File: src/rtl/mix_pkg.sv
package mix_pkg;

    // Per-output source field width inside the mixing code.
    localparam int SEL_W = 2;

    typedef enum logic [SEL_W-1:0] {
        SRC_MUTE  = 2'b00,
        SRC_RIGHT = 2'b01,
        SRC_LEFT  = 2'b10,
        SRC_MEAN  = 2'b11
    } src_sel_e;

    // Output channel indices
    localparam int CH_A   = 0;
    localparam int CH_B   = 1;
    localparam int N_CH   = 2;

endpackage

File: src/rtl/mix_code_decode.sv
module mix_code_decode
    import mix_pkg::*;
#(
    parameter int CODE_W = 5
) (
    input  logic [CODE_W-1:0] code,
    output src_sel_e          sel_a,
    output src_sel_e          sel_b
);

    localparam int B_LSB   = 0;
    localparam int A_LSB   = B_LSB + SEL_W;
    localparam int FIELD_W = A_LSB + SEL_W;

    logic force_mute;

    // Any code bit above the two source fields forces silence.
    generate
        if (CODE_W > FIELD_W) begin : g_resv
            assign force_mute = |code[CODE_W-1:FIELD_W];
        end else begin : g_no_resv
            assign force_mute = 1'b0;
        end
    endgenerate

    always_comb begin
        if (force_mute) begin
            sel_a = SRC_MUTE;
            sel_b = SRC_MUTE;
        end else begin
            sel_a = src_sel_e'(code[A_LSB +: SEL_W]);
            sel_b = src_sel_e'(code[B_LSB +: SEL_W]);
        end
    end

endmodule

File: src/rtl/mix_pair_mean.sv
module mix_pair_mean #(
    parameter int SAMPLE_W = 24
) (
    input  logic signed [SAMPLE_W-1:0] left_s,
    input  logic signed [SAMPLE_W-1:0] right_s,
    output logic signed [SAMPLE_W-1:0] mean_s
);

    logic signed [SAMPLE_W-1:0] half_l;
    logic signed [SAMPLE_W-1:0] half_r;
    logic signed [SAMPLE_W-1:0] carry_s;

    // floor((l+r)/2) == floor(l/2) + floor(r/2) + (l0 & r0); no wider adder needed.
    always_comb begin
        half_l  = left_s >>> 1;
        half_r  = right_s >>> 1;
        carry_s = '0;
        carry_s[0] = left_s[0] & right_s[0];
        mean_s  = half_l + half_r + carry_s;
    end

endmodule

File: src/rtl/mix_source_mux.sv
module mix_source_mux
    import mix_pkg::*;
#(
    parameter int SAMPLE_W = 24
) (
    input  src_sel_e              sel,
    input  logic [SAMPLE_W-1:0]   left_s,
    input  logic [SAMPLE_W-1:0]   right_s,
    input  logic [SAMPLE_W-1:0]   mean_s,
    output logic [SAMPLE_W-1:0]   out_s
);

    always_comb begin
        unique case (sel)
            SRC_RIGHT: out_s = right_s;
            SRC_LEFT:  out_s = left_s;
            SRC_MEAN:  out_s = mean_s;
            default:   out_s = '0;
        endcase
    end

endmodule

File: src/rtl/stereo_mix_matrix.sv
module stereo_mix_matrix
    import mix_pkg::*;
#(
    parameter int SAMPLE_W = 24,
    parameter int CODE_W   = 5
) (
    input  logic                clk,
    input  logic                rst_n,
    input  logic                in_valid,
    input  logic [SAMPLE_W-1:0] in_left,
    input  logic [SAMPLE_W-1:0] in_right,
    input  logic [CODE_W-1:0]   mix_code,
    output logic                out_valid,
    output logic [SAMPLE_W-1:0] out_a,
    output logic [SAMPLE_W-1:0] out_b
);

    typedef struct packed {
        logic                vld;
        logic [SAMPLE_W-1:0] a;
        logic [SAMPLE_W-1:0] b;
    } out_state_t;

    out_state_t st_d, st_q;

    src_sel_e            sel_arr [N_CH];
    logic [SAMPLE_W-1:0] ch_out  [N_CH];
    logic signed [SAMPLE_W-1:0] mean_w;

    mix_code_decode #(.CODE_W(CODE_W)) u_decode (
        .code  (mix_code),
        .sel_a (sel_arr[CH_A]),
        .sel_b (sel_arr[CH_B])
    );

    mix_pair_mean #(.SAMPLE_W(SAMPLE_W)) u_mean (
        .left_s  ($signed(in_left)),
        .right_s ($signed(in_right)),
        .mean_s  (mean_w)
    );

    generate
        for (genvar g = 0; g < N_CH; g++) begin : g_ch
            mix_source_mux #(.SAMPLE_W(SAMPLE_W)) u_mux (
                .sel     (sel_arr[g]),
                .left_s  (in_left),
                .right_s (in_right),
                .mean_s  (mean_w),
                .out_s   (ch_out[g])
            );
        end
    endgenerate

    always_comb begin
        st_d     = st_q;
        st_d.vld = in_valid;
        if (in_valid) begin
            st_d.a = ch_out[CH_A];
            st_d.b = ch_out[CH_B];
        end
    end

    always_ff @(posedge clk or negedge rst_n) begin
        if (!rst_n) st_q <= '0;
        else        st_q <= st_d;
    end

    assign out_valid = st_q.vld;
    assign out_a     = st_q.a;
    assign out_b     = st_q.b;

    // ---------------- assertions ----------------
    localparam int A_LSB = 2 * SEL_W - SEL_W;
    localparam int B_LSB = 0;
    localparam int FIELD_W = 2 * SEL_W;

    logic signed [SAMPLE_W-1:0] lo_s, hi_s;
    logic                       resv_set;
    assign lo_s = ($signed(in_left) < $signed(in_right)) ? $signed(in_left) : $signed(in_right);
    assign hi_s = ($signed(in_left) < $signed(in_right)) ? $signed(in_right) : $signed(in_left);
    assign resv_set = (CODE_W > FIELD_W) ? (mix_code >> FIELD_W) != '0 : 1'b0;

    AST_VALID_LATENCY: assert property (@(posedge clk) disable iff (!rst_n)
        in_valid |=> out_valid);
    AST_NO_SPURIOUS_VALID: assert property (@(posedge clk) disable iff (!rst_n)
        !in_valid |=> !out_valid);
    AST_HOLD_OUTPUTS: assert property (@(posedge clk) disable iff (!rst_n)
        !in_valid |=> ($stable(out_a) && $stable(out_b)));
    AST_RESERVED_MUTE: assert property (@(posedge clk) disable iff (!rst_n)
        (in_valid && resv_set) |=> (out_a == '0 && out_b == '0));
    AST_MUTE_A: assert property (@(posedge clk) disable iff (!rst_n)
        (in_valid && mix_code[A_LSB +: SEL_W] == SRC_MUTE) |=> out_a == '0);
    AST_MUTE_B: assert property (@(posedge clk) disable iff (!rst_n)
        (in_valid && mix_code[B_LSB +: SEL_W] == SRC_MUTE) |=> out_b == '0);
    AST_NO_OVERFLOW: assert property (@(posedge clk) disable iff (!rst_n)
        (in_valid && !resv_set && mix_code[A_LSB +: SEL_W] == SRC_MEAN)
        |=> ($signed(out_a) >= $past(lo_s) && $signed(out_a) <= $past(hi_s)));

endmodule

File: config.mk
export PLATFORM = sky130hd
export DESIGN_NAME = stereo_mix_matrix
export DESIGN_NICKNAME = d
export VERILOG_FILES = /design/src/rtl/mix_pkg.sv /design/src/rtl/mix_code_decode.sv /design/src/rtl/mix_pair_mean.sv /design/src/rtl/mix_source_mux.sv /design/src/rtl/stereo_mix_matrix.sv
export SDC_FILE = /design/constraint.sdc
export NUM_CORES = 1
export LEC_CHECK = 0
export BUFFER_PORTS_ARGS = -buffer_cell sky130_fd_sc_hd__buf_2
export CAP_MARGIN = 20
export CORE_ASPECT_RATIO = 2
export CORE_MARGIN = 5
export CORE_UTILIZATION = 38
export DETAILED_ROUTE_END_ITERATION = 7
export PLACE_DENSITY_LB_ADDON = 0.2
export RECOVER_POWER = 100
export REMOVE_ABC_BUFFERS = 1
export SYNTH_ARGS = -nofsm -noshare
export SYNTH_HDL_FRONTEND = slang
export SYNTH_SLANG_ARGS = --single-unit
File: constraint.sdc
create_clock -name clk -period 1.3 [get_ports clk]
set_input_delay 0.26 -clock clk [delete_from_list [all_inputs] [get_ports clk]]
set_output_delay 0.26 -clock clk [all_outputs]
set_load 0.005 [all_outputs]
# After elaboration in Yosys (flattened, before gate mapping)
# Cells that the tools add are included.
totals:
  out_inout_bits: 49
  ff_bits: 49
  elab_cells: 16
  in_bits: 56
op_classes:
  n_addsub: 2
  bitwise_logic: 1
  muxes: 4
  n_eq_ne: 6
op_table:
  columns: ["operator", "n"]
  rows:
  - ["$pmux W24 S3", 2]
  - ["$add A23 B23 Y24", 1]
  - ["$add A24 B2 Y24", 1]
  - ["$eq A2 B2 Y1 const B", 4]
  - ["$eq A2 B1 Y1 const B", 2]
  - ["$mux W2", 2]
  - ["$and A1 B1 Y1", 1]

# Logic depth before layout (Yosys ltp)
# Gate-level depths: netlist of run 1.
logic_depth:
  word_depth: 3
  ltp_mapped: 11
  depth_no_buf: 11

# Modules after synthesis
# Synthesis of run 1 repeated with hierarchy kept, for this count alone.
unflattened:
  hier_cells: 391
  area_unflattened_um2: 4465.5
modules_own_cells:
  columns: ["module", "area_each_um2", "seq_area_each_um2", "cells_per_inst", "n_inst"]
  rows:
  - ["stereo_mix_matrix", 1885.6, 1226.2, 102, 1]
  - ["mix_source_mux", 666.9, 0.0, 58, 2]
  - ["mix_pair_mean", 1221.2, 0.0, 169, 1]
  - ["mix_code_decode", 25.0, 0.0, 4, 1]

# Worst setup path after synthesis of run 1
# Ideal clock, no wire load.
synth_timing:
  path_type: "input-to-reg"
  start: "input in_right[1]"
  end: "register st_q (netlist bit out_a[20])"
  stages: 11
  slack_ns: -1.192
  path_buffers: 0
  required_time_ns: 1.174
  arrival_ns: 2.366
  setup_time_ns: 0.126
  cell_sequence: "inv_1 fa_1 inv_1 fa_1 a21oi_1 o22ai_1 o31a_1 o31ai_4 o21ai_2 xor2_1 a221o_1"
synth_via:
  elab_chain_cells: 3
synth_rtl:
  columns: ["item", "line", "source"]
  rows:
  - ["start, declared", "stereo_mix_matrix.sv:11", "input logic [SAMPLE_W-1:0] in_right,"]
  - ["$add A23 B23 Y24", "mix_pair_mean.sv:19", "mean_s = half_l + half_r + carry_s;"]
  - ["$add A24 B2 Y24", "mix_pair_mean.sv:19", null]
  - ["$pmux W24 S3", "mix_source_mux.sv:14", "unique case (sel)"]
  - ["end signal, assigned", "stereo_mix_matrix.sv:65", "else st_q <= st_d;"]
  - ["end, declared", "stereo_mix_matrix.sv:24", "out_state_t st_d, st_q;"]
# No other way between the ends.
# A chain may end at the register's enable or synchronous reset.

# Worst setup path in the final report of run 1
layout_timing:
  start: "input in_right[0]"
  end: "register st_q (netlist bit out_a[20])"
layout_via:
  elab_chain_cells: 3
layout_rtl:
  columns: ["item", "line", "source"]
  rows:
  - ["$and A1 B1 Y1", "mix_pair_mean.sv:18", "carry_s[0] = left_s[0] & right_s[0];"]
  - ["$add A24 B2 Y24", "mix_pair_mean.sv:19", null]
  - ["$pmux W24 S3", "mix_source_mux.sv:14", null]
# No other way between the ends.

==> results of run 1 <==
## flip-flops by register name, indices dropped and copies added (netlist names)
| register | flops |
|---|---|
| out_b | 24 |
| out_valid | 1 |
| out_a | 24 |
## worst min path at each step
stage	cells past startpoint	end	slack, ns	startpoint
3_5_place_dp	2	out_b[7]	0.28	rst_n
4_1_cts	1	out_valid	0.11	in_valid
3_3_place_gp	2	out_a[7]	0.27	rst_n
2_1_floorplan	0	out_a[0]	-0.04	rst_n
6_report	1	out_valid	0.14	in_valid
5_1_grt	1	out_valid	0.15	in_valid
## metal layers
layer	up-vias	track usage (%)	share of wire, %
met5	-	0	0
met4	0	15.7	5.6
met3	60	3.45	4.8
met2	181	49.4	56
met1	2187	26.5	33
li1	2035	-	-
## power breakdown
group / total, uW / internal [uW] / leakage (uW) / switching (uW)
sequential: 1770 / 1670 / 0.000650 / 94.4
combinational: 2390 / 1190 / 0.00207 / 1200
clock: 1430 / 818 / 0.0000799 / 616
## worst register-to-register path: cells and delay by family, from the launching register on
kind / cells / cell delay (ns)
simple gates: 1 / 0.16
flops: 1 / 0.40
compound gates: 2 / 0.36
## per-stage QoR
step                total power [uW]  instances  setup WS, ns  hold WS, ns  utilization [%]
global route                    5850        770        -0.998        0.149             62.6
global placement                3660        740         -1.43        0.271             54.1
finish                          5590        770        -0.947        0.141             62.6
floorplan                       2660        382         -1.19      -0.0356                -
CTS                             5470        764        -0.999        0.114             60.9
detailed placement              3690        740         -1.49        0.277             54.1
## cell type report
class	count	area (um^2)
clock inverters	1	5.00
fillers	835	3610
inverters	11	43.8
flip-flops and latches	49	1230
clock buffers	7	153
multi-input cells	322	2780
repair buffers	248	1660
well taps	132	165
## cells by family (layout without fill, tap and decap cells)
group | count (synthesis) | count (layout) | share of synthesized area, %
buffers and inverters | 36 | 267 | 3.77
AO/OA/AOI/OAI | 159 | 159 | 32.8
flip-flops | 49 | 49 | 33.3
multiplexers | 8 | 8 | 2.21
adder cells (fa/ha/maj) | 24 | 24 | 8.56
AND/OR/NAND/NOR | 111 | 111 | 14.6
XOR/XNOR | 20 | 20 | 4.76
## layout by cell type, fill, tap and decap left out, types with 5 or more instances in the layout
cell and count:
buf_6 15, nor2b_1 13, xnor2_2 5, dfrtp_1 49, nand2_1 35, nor2_1 27, a222oi_1 17, nand3_1 7
clkbuf_1 34, mux2i_1 7, buf_4 130, ha_4 5, a21o_1 6, a21oi_1 14, o21ai_2 8, a221o_1 11
ha_1 17, a21oi_2 8, inv_1 8, a22oi_1 18, o21ai_1 19, buf_2 64, o21ai_0 8, clkbuf_16 5
o2bb2ai_1 5
## timing repair
item | in CTS | in global routing
hold buffers | 1 | 0
resized for setup | 79 | 38
buffers inserted | 16 | 10
setup endpoints to repair | 46 | 46
pin swaps | 51 | 40
hold endpoints to repair | 49 | 0
==> impl_metrics.csv, run 1 <==
group,metric,value,unit
die,die-area,11900,um^2
timing,slew_headroom,36.5,%
worst_hold_path,hp-class,"in2reg",
pwr,ir_drop,0.000548,V
setup_path,reg2reg_slack,0.26,ns
logic_synthesis,yosys.area.top_type,"dfrtp_1",
die,die_y,149,um
clock_network,clk_latency,0.30,ns
final_layout,design_area,6030,um^2
global_route,grt_max_degree,50,
logic_synthesis,async_flop_share,100,%
timing,tns,-29.24,ns
timing,max_freq,0.445,GHz
setup_path,timing.rr.end,"out_a[16]",
placement,place_congestion,0.954,
drt,vias_per_cell,5.80,
clock_network,cts_made_buffers,5,
final_layout,area_growth,63.7,%
timing,period_minus_slack,2.25,ns
clock_network,htree_levels,2,
timing,tightest_slew,0.951,ns
timing,fin_ws,-0.947,ns
drt,vias,4463,
setup_path,worstPathMaxFanout,2,
timing,setup_violations,46,
timing,final_hold_viol_count,0,
setup_path,cp_slowest_cell,"fa_2",
timing,drv_slew,0,
timing,finalCritPeriodShare,173,%
setup_path,reg2reg_depth,3,
global_route,grt_pass1_vias,4725,
logic_synthesis,synth_ff_type,"dfrtp_1",
drt,wirelength,15800,um
placement,portBuffers,104,
die,fp.coreArea,9640,um^2
global_route,grt_antenna_before_repair,0,
drt,firstDrtPassIters,5,
logic_synthesis,synthTopCellsByCount,"dfrtp_1, nand2_1, nor2_1, o21ai_0",
setup_path,crit_path_cell_trace,"buf_6 > nand2_4 > fa_2 > inv_2 > fa_2 > a21oi_2 > o22ai_2 > o31a_1 > o31ai_4 > o21ai_2 > xor2_1 > a221o_1",
logic_synthesis,synth.most_common_cell,"dfrtp_1",
setup_path,critPathCapture,"out_a[20]",
clock_network,cts_tree,"yes",
run_status,violations,"negative setup slack",
logic_synthesis,synth_edf_count,0,
placement,place_area,5210,um^2
setup_path,critPathMaxStageDelay,0.37,ns
drt,drcViolationCount,0,
setup_path,critPathLaunch,"in_right[0]",
global_route,grt_pass1_wl,23900,um
placement,hpwl,11800,um
clock_network,root_buffer,"clkbuf_16",
final_layout,final_nets,717,
die,num_rows,51,
setup_path,crit_path_end_kind,"flip-flop",
drt,wire_per_inst,20.5,um
die,fp.dieW,79.6,um
setup_path,crit_family,"compound AO/OA/AOI/OAI gates",
drt,ant_nets,0,
logic_synthesis,synth.cell_area,3680,um^2
clock_network,cts_sinks,49,
timing,grt_setup_unrepaired,"true",
die,top_level_ports,105,
drt,drt_iter0_drc,268,
logic_synthesis,ys_seq_area_share,33.3,%
setup_path,path_buf_inv,2,
logic_synthesis,postSynthCellCount,407,
die,initial_utilization,38.2,%
logic_synthesis,synth_top_area_share,33.3,%
clock_network,ctsLongestPathBuffers,2,
logic_synthesis,synthTopCellsByArea,"dfrtp_1, ha_1, a222oi_1",
clock_network,clkTransAtPathRegs,0.07,ns
pwr,p_leak,0.00280,uW
run_status,status,"complete, but fails checks",
global_route,track_usage,26.3,%
final_layout,antenna_cells,0,
timing,final.setup_skew,0,ns
setup_path,crit_cells,12,
final_layout,drive_gt1_share,45.9,%
setup_path,cp-start-kind,"input port",
logic_synthesis,ys_seq_elements,49,
run,drv_cap,0,
logic_synthesis,yosys_warnings,0,
global_route,grt_remaining_overflow,0,
logic_synthesis,synthDistinctLibCells,64,
setup_path,crit_required,1.48,ns
logic_synthesis,avgSynthCellArea,9.05,um^2
setup_path,crit_type,"in2reg",
setup_path,crit_path_frequent_cell,"fa_2",
pwr,power.density,927,nW/um^2
setup_path,arrival,2.43,ns
setup_path,r2r-start,"out_a[16]",
Power figures use the tool's default switching activity.
==> run 2, diff against run 1 <==
--- a/config.mk
+++ b/config.mk
@@ -5,10 +5,11 @@
 export SDC_FILE = /design/constraint.sdc
 export NUM_CORES = 1
 export LEC_CHECK = 0
+export ABC_AREA = 1
 export BUFFER_PORTS_ARGS = -buffer_cell sky130_fd_sc_hd__buf_2
 export CAP_MARGIN = 20
 export CORE_ASPECT_RATIO = 2
-export CORE_MARGIN = 5
+export CORE_MARGIN = 3
 export CORE_UTILIZATION = 38
 export DETAILED_ROUTE_END_ITERATION = 7
 export PLACE_DENSITY_LB_ADDON = 0.2
==> impl_metrics.csv, run 2 <==
group,metric,value,unit
die,fp.dieW,83.2,um
die,die-area,13300,um^2
final_layout,drive_gt1_share,33.2,%
global_route,grt_pass1_vias,5488,
logic_synthesis,async_flop_share,100,%
logic_synthesis,ys_seq_elements,49,
setup_path,cp_slowest_cell,"fa_2",
logic_synthesis,synthTopCellsByCount,"nand2_1, inv_1, nand3_1, dfrtp_1, nor2_1",
pwr,p_int,3660,uW
pwr,pwr-share-seq,30.9,%
die,initial_utilization,39.4,%
timing,period_minus_slack,1.72,ns
clock_network,cts_made_buffers,5,
placement,place_congestion,1.01,
die,die_y,160,um
global_route,grt_pass1_wl,25600,um
setup_path,crit_path_cell_trace,"buf_8 > nand2_4 > fa_2 > inv_2 > fa_2 > nand2_2 > nand2_2 > nand4_1 > nand3_2 > xor2_2 > nand2_1 > nand3_1 > nand2_1 > nand2_1",
global_route,grt_max_degree,50,
placement,hpwl,12200,um
placement,place_area,5770,um^2
pwr,clkPwrFrac,27.7,%
pwr,combinationalPowerShare,41.4,%
clock_network,cts_tree,"yes",
drt,drcViolationCount,0,
setup_path,crit_type,"in2reg",
run,drv_cap,0,
logic_synthesis,synth.most_common_cell,"nand2_1",
global_route,track_usage,23.8,%
setup_path,crit_path_end_kind,"flip-flop",
clock_network,clkTransAtPathRegs,0.07,ns
logic_synthesis,synth_edf_count,0,
logic_synthesis,postSynthCellCount,773,
timing,setup_violations,46,
setup_path,crit_path_frequent_cell,"nand2_1",
logic_synthesis,synthTopCellsByArea,"nand2_1, dfrtp_1, inv_1",
pwr,finalPower,5650,uW
logic_synthesis,yosys_warnings,0,
pwr,power.density,821,nW/um^2
pwr,sw_frac_of_total,35.2,%
worst_hold_path,hp-class,"in2reg",
clock_network,htree_levels,2,
pwr,p_leak,0.00384,uW
timing,slew_headroom,52.4,%
setup_path,cp-start-kind,"input port",
clock_network,clk_latency,0.29,ns
timing,drv_slew,0,
timing,max_freq,0.583,GHz
logic_synthesis,avgSynthCellArea,5.86,um^2
setup_path,arrival,1.95,ns
drt,ant_nets,0,
final_layout,fillCellCount,1112,
worst_hold_path,hp-start,"in_right[11]",
drt,vias_per_cell,4.93,
logic_synthesis,yosys.area.top_type,"nand2_1",
setup_path,critPathMaxStageDelay,0.36,ns
placement,portBuffers,104,
clock_network,ctsLongestPathBuffers,2,
drt,firstDrtPassIters,5,
timing,final.setup_skew,0,ns
clock_network,root_buffer,"clkbuf_16",
setup_path,crit_family,"simple AND/OR/NAND/NOR gates",
logic_synthesis,synth.cell_area,4530,um^2
setup_path,critPathLaunch,"in_left[0]",
final_layout,area_growth,52.0,%
drt,drt_iter0_drc,188,
timing,final_hold_viol_count,0,
logic_synthesis,synth_top_area_share,29.8,%
logic_synthesis,synthDistinctLibCells,28,
pwr,ir_drop,0.000499,V
pwr,p_sw,1990,uW
setup_path,path_buf_inv,2,
final_layout,antenna_cells,0,
drt,wire_per_inst,14.9,um
die,top_level_ports,105,
clock_network,cts_sinks,49,
timing,fin_ws,-0.417,ns
timing,grt_setup_unrepaired,"true",
logic_synthesis,ys_seq_area_share,27.1,%
run_status,status,"complete, but fails checks",
drt,vias,5367,
final_layout,mostFrequentLayoutCells,"nand2_1, inv_1, buf_2",
setup_path,worstPathMaxFanout,3,
drt,wirelength,16200,um
die,num_rows,55,
final_layout,design_area,6880,um^2
setup_path,r2r-start,"out_a[0]",
run_status,violations,"negative setup slack",
global_route,grt_antenna_before_repair,0,
timing,finalCritPeriodShare,132,%
global_route,grt_remaining_overflow,0,
timing,tightest_slew,0.714,ns
setup_path,crit_required,1.54,ns
logic_synthesis,synth_ff_type,"dfrtp_1",
die,fp.coreArea,11500,um^2
final_layout,final_nets,1025,
final_layout,layout_commonest_cell,"nand2_1",
==> run 2: cell count changes in the layout (fill, tap and decap cells not counted), moves of 15 or more <==
cell / change
nand2_1: +281
inv_1: +115
buf_4: -64
nand2_2: +34
nand3_1: +31
nand3_2: +21
a22oi_1: -18
o22ai_1: +18
a222oi_1: -17
clkbuf_1: -17
buf_2: +15
ha_1: -15
ha_4: +15
==> run 2: worst min-delay path, stage by stage <==
cell and delay (ns):
buf_2 0.12, nand2_1 0.06, nand3_1 0.07, nand2_1 0.05
nand2_1 0.05
==> run 2: what timing repair did <==
action | in CTS | in global routing
resized for setup | 117 | 69
setup buffers | 6 | 3
hold buffers | 1 | 0
pin swaps | 39 | 32
hold endpoints to repair | 49 | 0
endpoints found under the setup margin | 46 | 46
==> run 2: layer usage <==
metal,track usage [%],part of all wire (%)
met5,0,0
met4,13.6,5.7
met3,2.26,3.7
met2,47.4,57
met1,22.9,34
==> run 2: area by class of cell <==
cell class	count	area, um^2	area share [%]
multi-input combinational	572	3520	51.1
timing repair buffer	185	1290	18.8
sequential	49	1230	17.8
inverter	132	498	7.23
tap	142	178	2.58
clock buffer	7	143	2.07
clock inverter	1	30.0	0.436
==> run 2: worst paths after layout <==
check                       endpoint  slack (ns)  cells past startpoint
max                         out_a[8]       -0.42                     14
min                        out_a[11]        0.34                      5
max reg2reg                 out_a[0]        0.67                      2
min reg2reg                 out_a[5]        0.47                      2
max in group asynchronous  out_a[15]        0.16                      3
min in group asynchronous   out_a[8]        0.67                      3
==> run 2: power groups by stage <==
stage	Clock, uW	Sequential [uW]	Combinational (uW)
5_1_grt	1660	1770	2570
4_1_cts	1610	1750	2190
2_1_floorplan	0	1790	950
6_report	1570	1750	2340
3_5_place_dp	0	1780	1850
3_3_place_gp	0	1770	1840
==> run 2: metrics by stage <==
step	TNS, ns	worst slack, ns	hold WS (ns)	cells	util (%)
floorplan	-19.12	-0.581	-0.0356	753	-
global placement	-31.34	-0.790	0.273	1072	50.2
detailed placement	-32.27	-0.812	0.274	1072	50.2
CTS	-11.66	-0.390	0.335	1086	57.7
global route	-15.81	-0.519	0.347	1088	59.9
finish	-11.86	-0.417	0.338	1088	59.9
==> run 2: logic make-up after synthesis <==
| kind of cell | after synthesis | synth area share, % |
|---|---|---|
| AO/OA/AOI/OAI | 46 | 6.41 |
| XOR/XNOR | 7 | 1.35 |
| adder cells (fa/ha/maj) | 24 | 6.96 |
| buffers and inverters | 152 | 13.0 |
| flip-flops | 49 | 27.1 |
| AND/OR/NAND/NOR | 495 | 45.2 |
==> run 3, diff against run 2 <==
--- a/config.mk
+++ b/config.mk
@@ -8,10 +8,11 @@
 export ABC_AREA = 1
 export BUFFER_PORTS_ARGS = -buffer_cell sky130_fd_sc_hd__buf_2
 export CAP_MARGIN = 20
-export CORE_ASPECT_RATIO = 2
+export CORE_ASPECT_RATIO = 1.2
 export CORE_MARGIN = 3
 export CORE_UTILIZATION = 38
 export DETAILED_ROUTE_END_ITERATION = 7
+export MAX_ROUTING_LAYER = met4
 export PLACE_DENSITY_LB_ADDON = 0.2
 export RECOVER_POWER = 100
 export REMOVE_ABC_BUFFERS = 1
==> impl_metrics.csv, run 3 (synthesis gave the netlist of run 2 again) <==
group,metric,value,unit
die,die_y,126,um
drt,firstDrtPassIters,5,
final_layout,final_nets,1025,
pwr,combinationalPowerShare,43.8,%
final_layout,antenna_cells,0,
timing,final.setup_skew,0,ns
drt,drt_iter0_drc,269,
global_route,grt_remaining_overflow,0,
drt,vias_per_cell,4.83,
drt,drcViolationCount,0,
timing,setup_violations,46,
timing,drv_slew,0,
global_route,grt_pass1_wl,23500,um
global_route,grt_pass1_vias,4973,
timing,tightest_slew,0.675,ns
die,die-area,13300,um^2
pwr,clkPwrFrac,24.2,%
global_route,track_usage,22.2,%
setup_path,crit_path_end_kind,"flip-flop",
global_route,grt_antenna_before_repair,0,
pwr,pwr-share-seq,32.0,%
placement,hpwl,11200,um
placement,place_congestion,1.02,
clock_network,cts_sinks,49,
timing,fin_ws,-0.425,ns
clock_network,cts_made_buffers,5,
final_layout,fillCellCount,1131,
die,fp.dieW,106,um
pwr,p_int,3510,uW
drt,ant_nets,0,
timing,period_minus_slack,1.73,ns
timing,max_freq,0.580,GHz
placement,portBuffers,104,
clock_network,clk_latency,0.29,ns
die,initial_utilization,39.0,%
final_layout,drive_gt1_share,37.6,%
run,drv_cap,0,
clock_network,root_buffer,"clkbuf_16",
die,top_level_ports,105,
final_layout,layout_commonest_cell,"nand2_1",
clock_network,clkTransAtPathRegs,0.06,ns
timing,finalCritPeriodShare,133,%
worst_hold_path,hp-class,"in2reg",
die,num_rows,43,
run_status,status,"complete, but fails checks",
pwr,p_leak,0.00391,uW
drt,wirelength,15100,um
timing,grt_setup_unrepaired,"true",
setup_path,worstPathMaxFanout,3,
setup_path,arrival,1.91,ns
final_layout,utilization,60.7,%
placement,place_area,5780,um^2
die,fp.coreArea,11600,um^2
drt,vias,5319,
setup_path,crit_type,"in2reg",
pwr,ir_drop,0.000467,V
clock_network,ctsLongestPathBuffers,2,
pwr,p_sw,1950,uW
timing,final_hold_viol_count,0,
final_layout,design_area,7050,um^2
run_status,violations,"negative setup slack",
pwr,power.density,773,nW/um^2
clock_network,htree_levels,2,
drt,wire_per_inst,13.7,um
pwr,sw_frac_of_total,35.7,%
timing,slew_headroom,55.0,%
setup_path,crit_required,1.48,ns
final_layout,mostFrequentLayoutCells,"nand2_1, inv_1, buf_2",
global_route,grt_max_degree,55,
setup_path,cp-start-kind,"input port",
final_layout,area_growth,55.7,%
clock_network,cts_tree,"yes",
pwr,finalPower,5450,uW
run 3: final timing paths:
check                                start         to  slack [ns]  cells after the start
worst max-delay path            in_left[0]   out_a[8]       -0.43                     15
worst min-delay path            in_left[8]   out_b[8]        0.29                      5
worst max register to register    out_a[0]   out_a[0]        0.67                      2
worst min register to register    out_a[6]   out_a[6]        0.46                      2
max in group asynchronous            rst_n  out_b[12]        0.21                      3
min in group asynchronous            rst_n  out_b[13]        0.65                      3
run 3: routing by layer:
layer / part of all wire, % / wire, um / vias up / global-route usage [%]
met2: 53 / 7940 / 136 / 39.2
met3: 4.0 / 601 / 26 / 2.17
li1: - / - / 2721 / -
met5: 0 / 0 / - / -
met1: 41 / 6250 / 2436 / 26.4
met4: 2.0 / 299 / 0 / 7.47
run 3: critical path, cell delays in order:
cell	delay, ns
buf_6	0.10
nand2_4	0.06
fa_2	0.19
inv_2	0.04
fa_2	0.34
nand2_2	0.08
nand2_2	0.06
nand4_1	0.10
nand3_2	0.11
buf_6	0.14
xor2_4	0.19
nand2_2	0.09
nand3_2	0.06
nand2_1	0.06
nand2_1	0.05
run 3: final cells by class:
class / instances / area, um^2 / share of cell area (%)
flip-flops and latches: 49 / 1230 / 17.4
inverters: 132 / 500 / 7.10
repair buffers: 185 / 1390 / 19.7
well taps: 157 / 196 / 2.79
clock buffers: 7 / 143 / 2.02
multi-input cells: 572 / 3600 / 51.0
run 3: through the flow:
step / hold WS (ns) / setup WS, ns / TNS [ns] / instances
3_3_place_gp: 0.269 / -0.806 / -31.27 / 1085
2_1_floorplan: -0.0356 / -0.581 / -19.12 / 753
3_5_place_dp: 0.273 / -0.823 / -31.28 / 1085
6_report: 0.288 / -0.425 / -10.15 / 1102
4_1_cts: 0.299 / -0.361 / -10.22 / 1097
5_1_grt: 0.315 / -0.522 / -14.64 / 1102
run 3: power by group through the flow:
stage	Combinational (uW)	Sequential [uW]	Clock, uW
floorplan	950	1790	0
global placement	1800	1770	0
detailed placement	1810	1770	0
CTS	2060	1750	1370
global route	2630	1760	1440
finish	2390	1750	1320
run 3: repair_timing:
item                                   in CTS  in global routing
setup endpoints to repair                  46                 46
endpoints found under the hold margin      49                  0
pin swaps                                  39                 77
setup buffers                               5                  6
gates resized for setup                   117                130
hold buffers                                1                  0
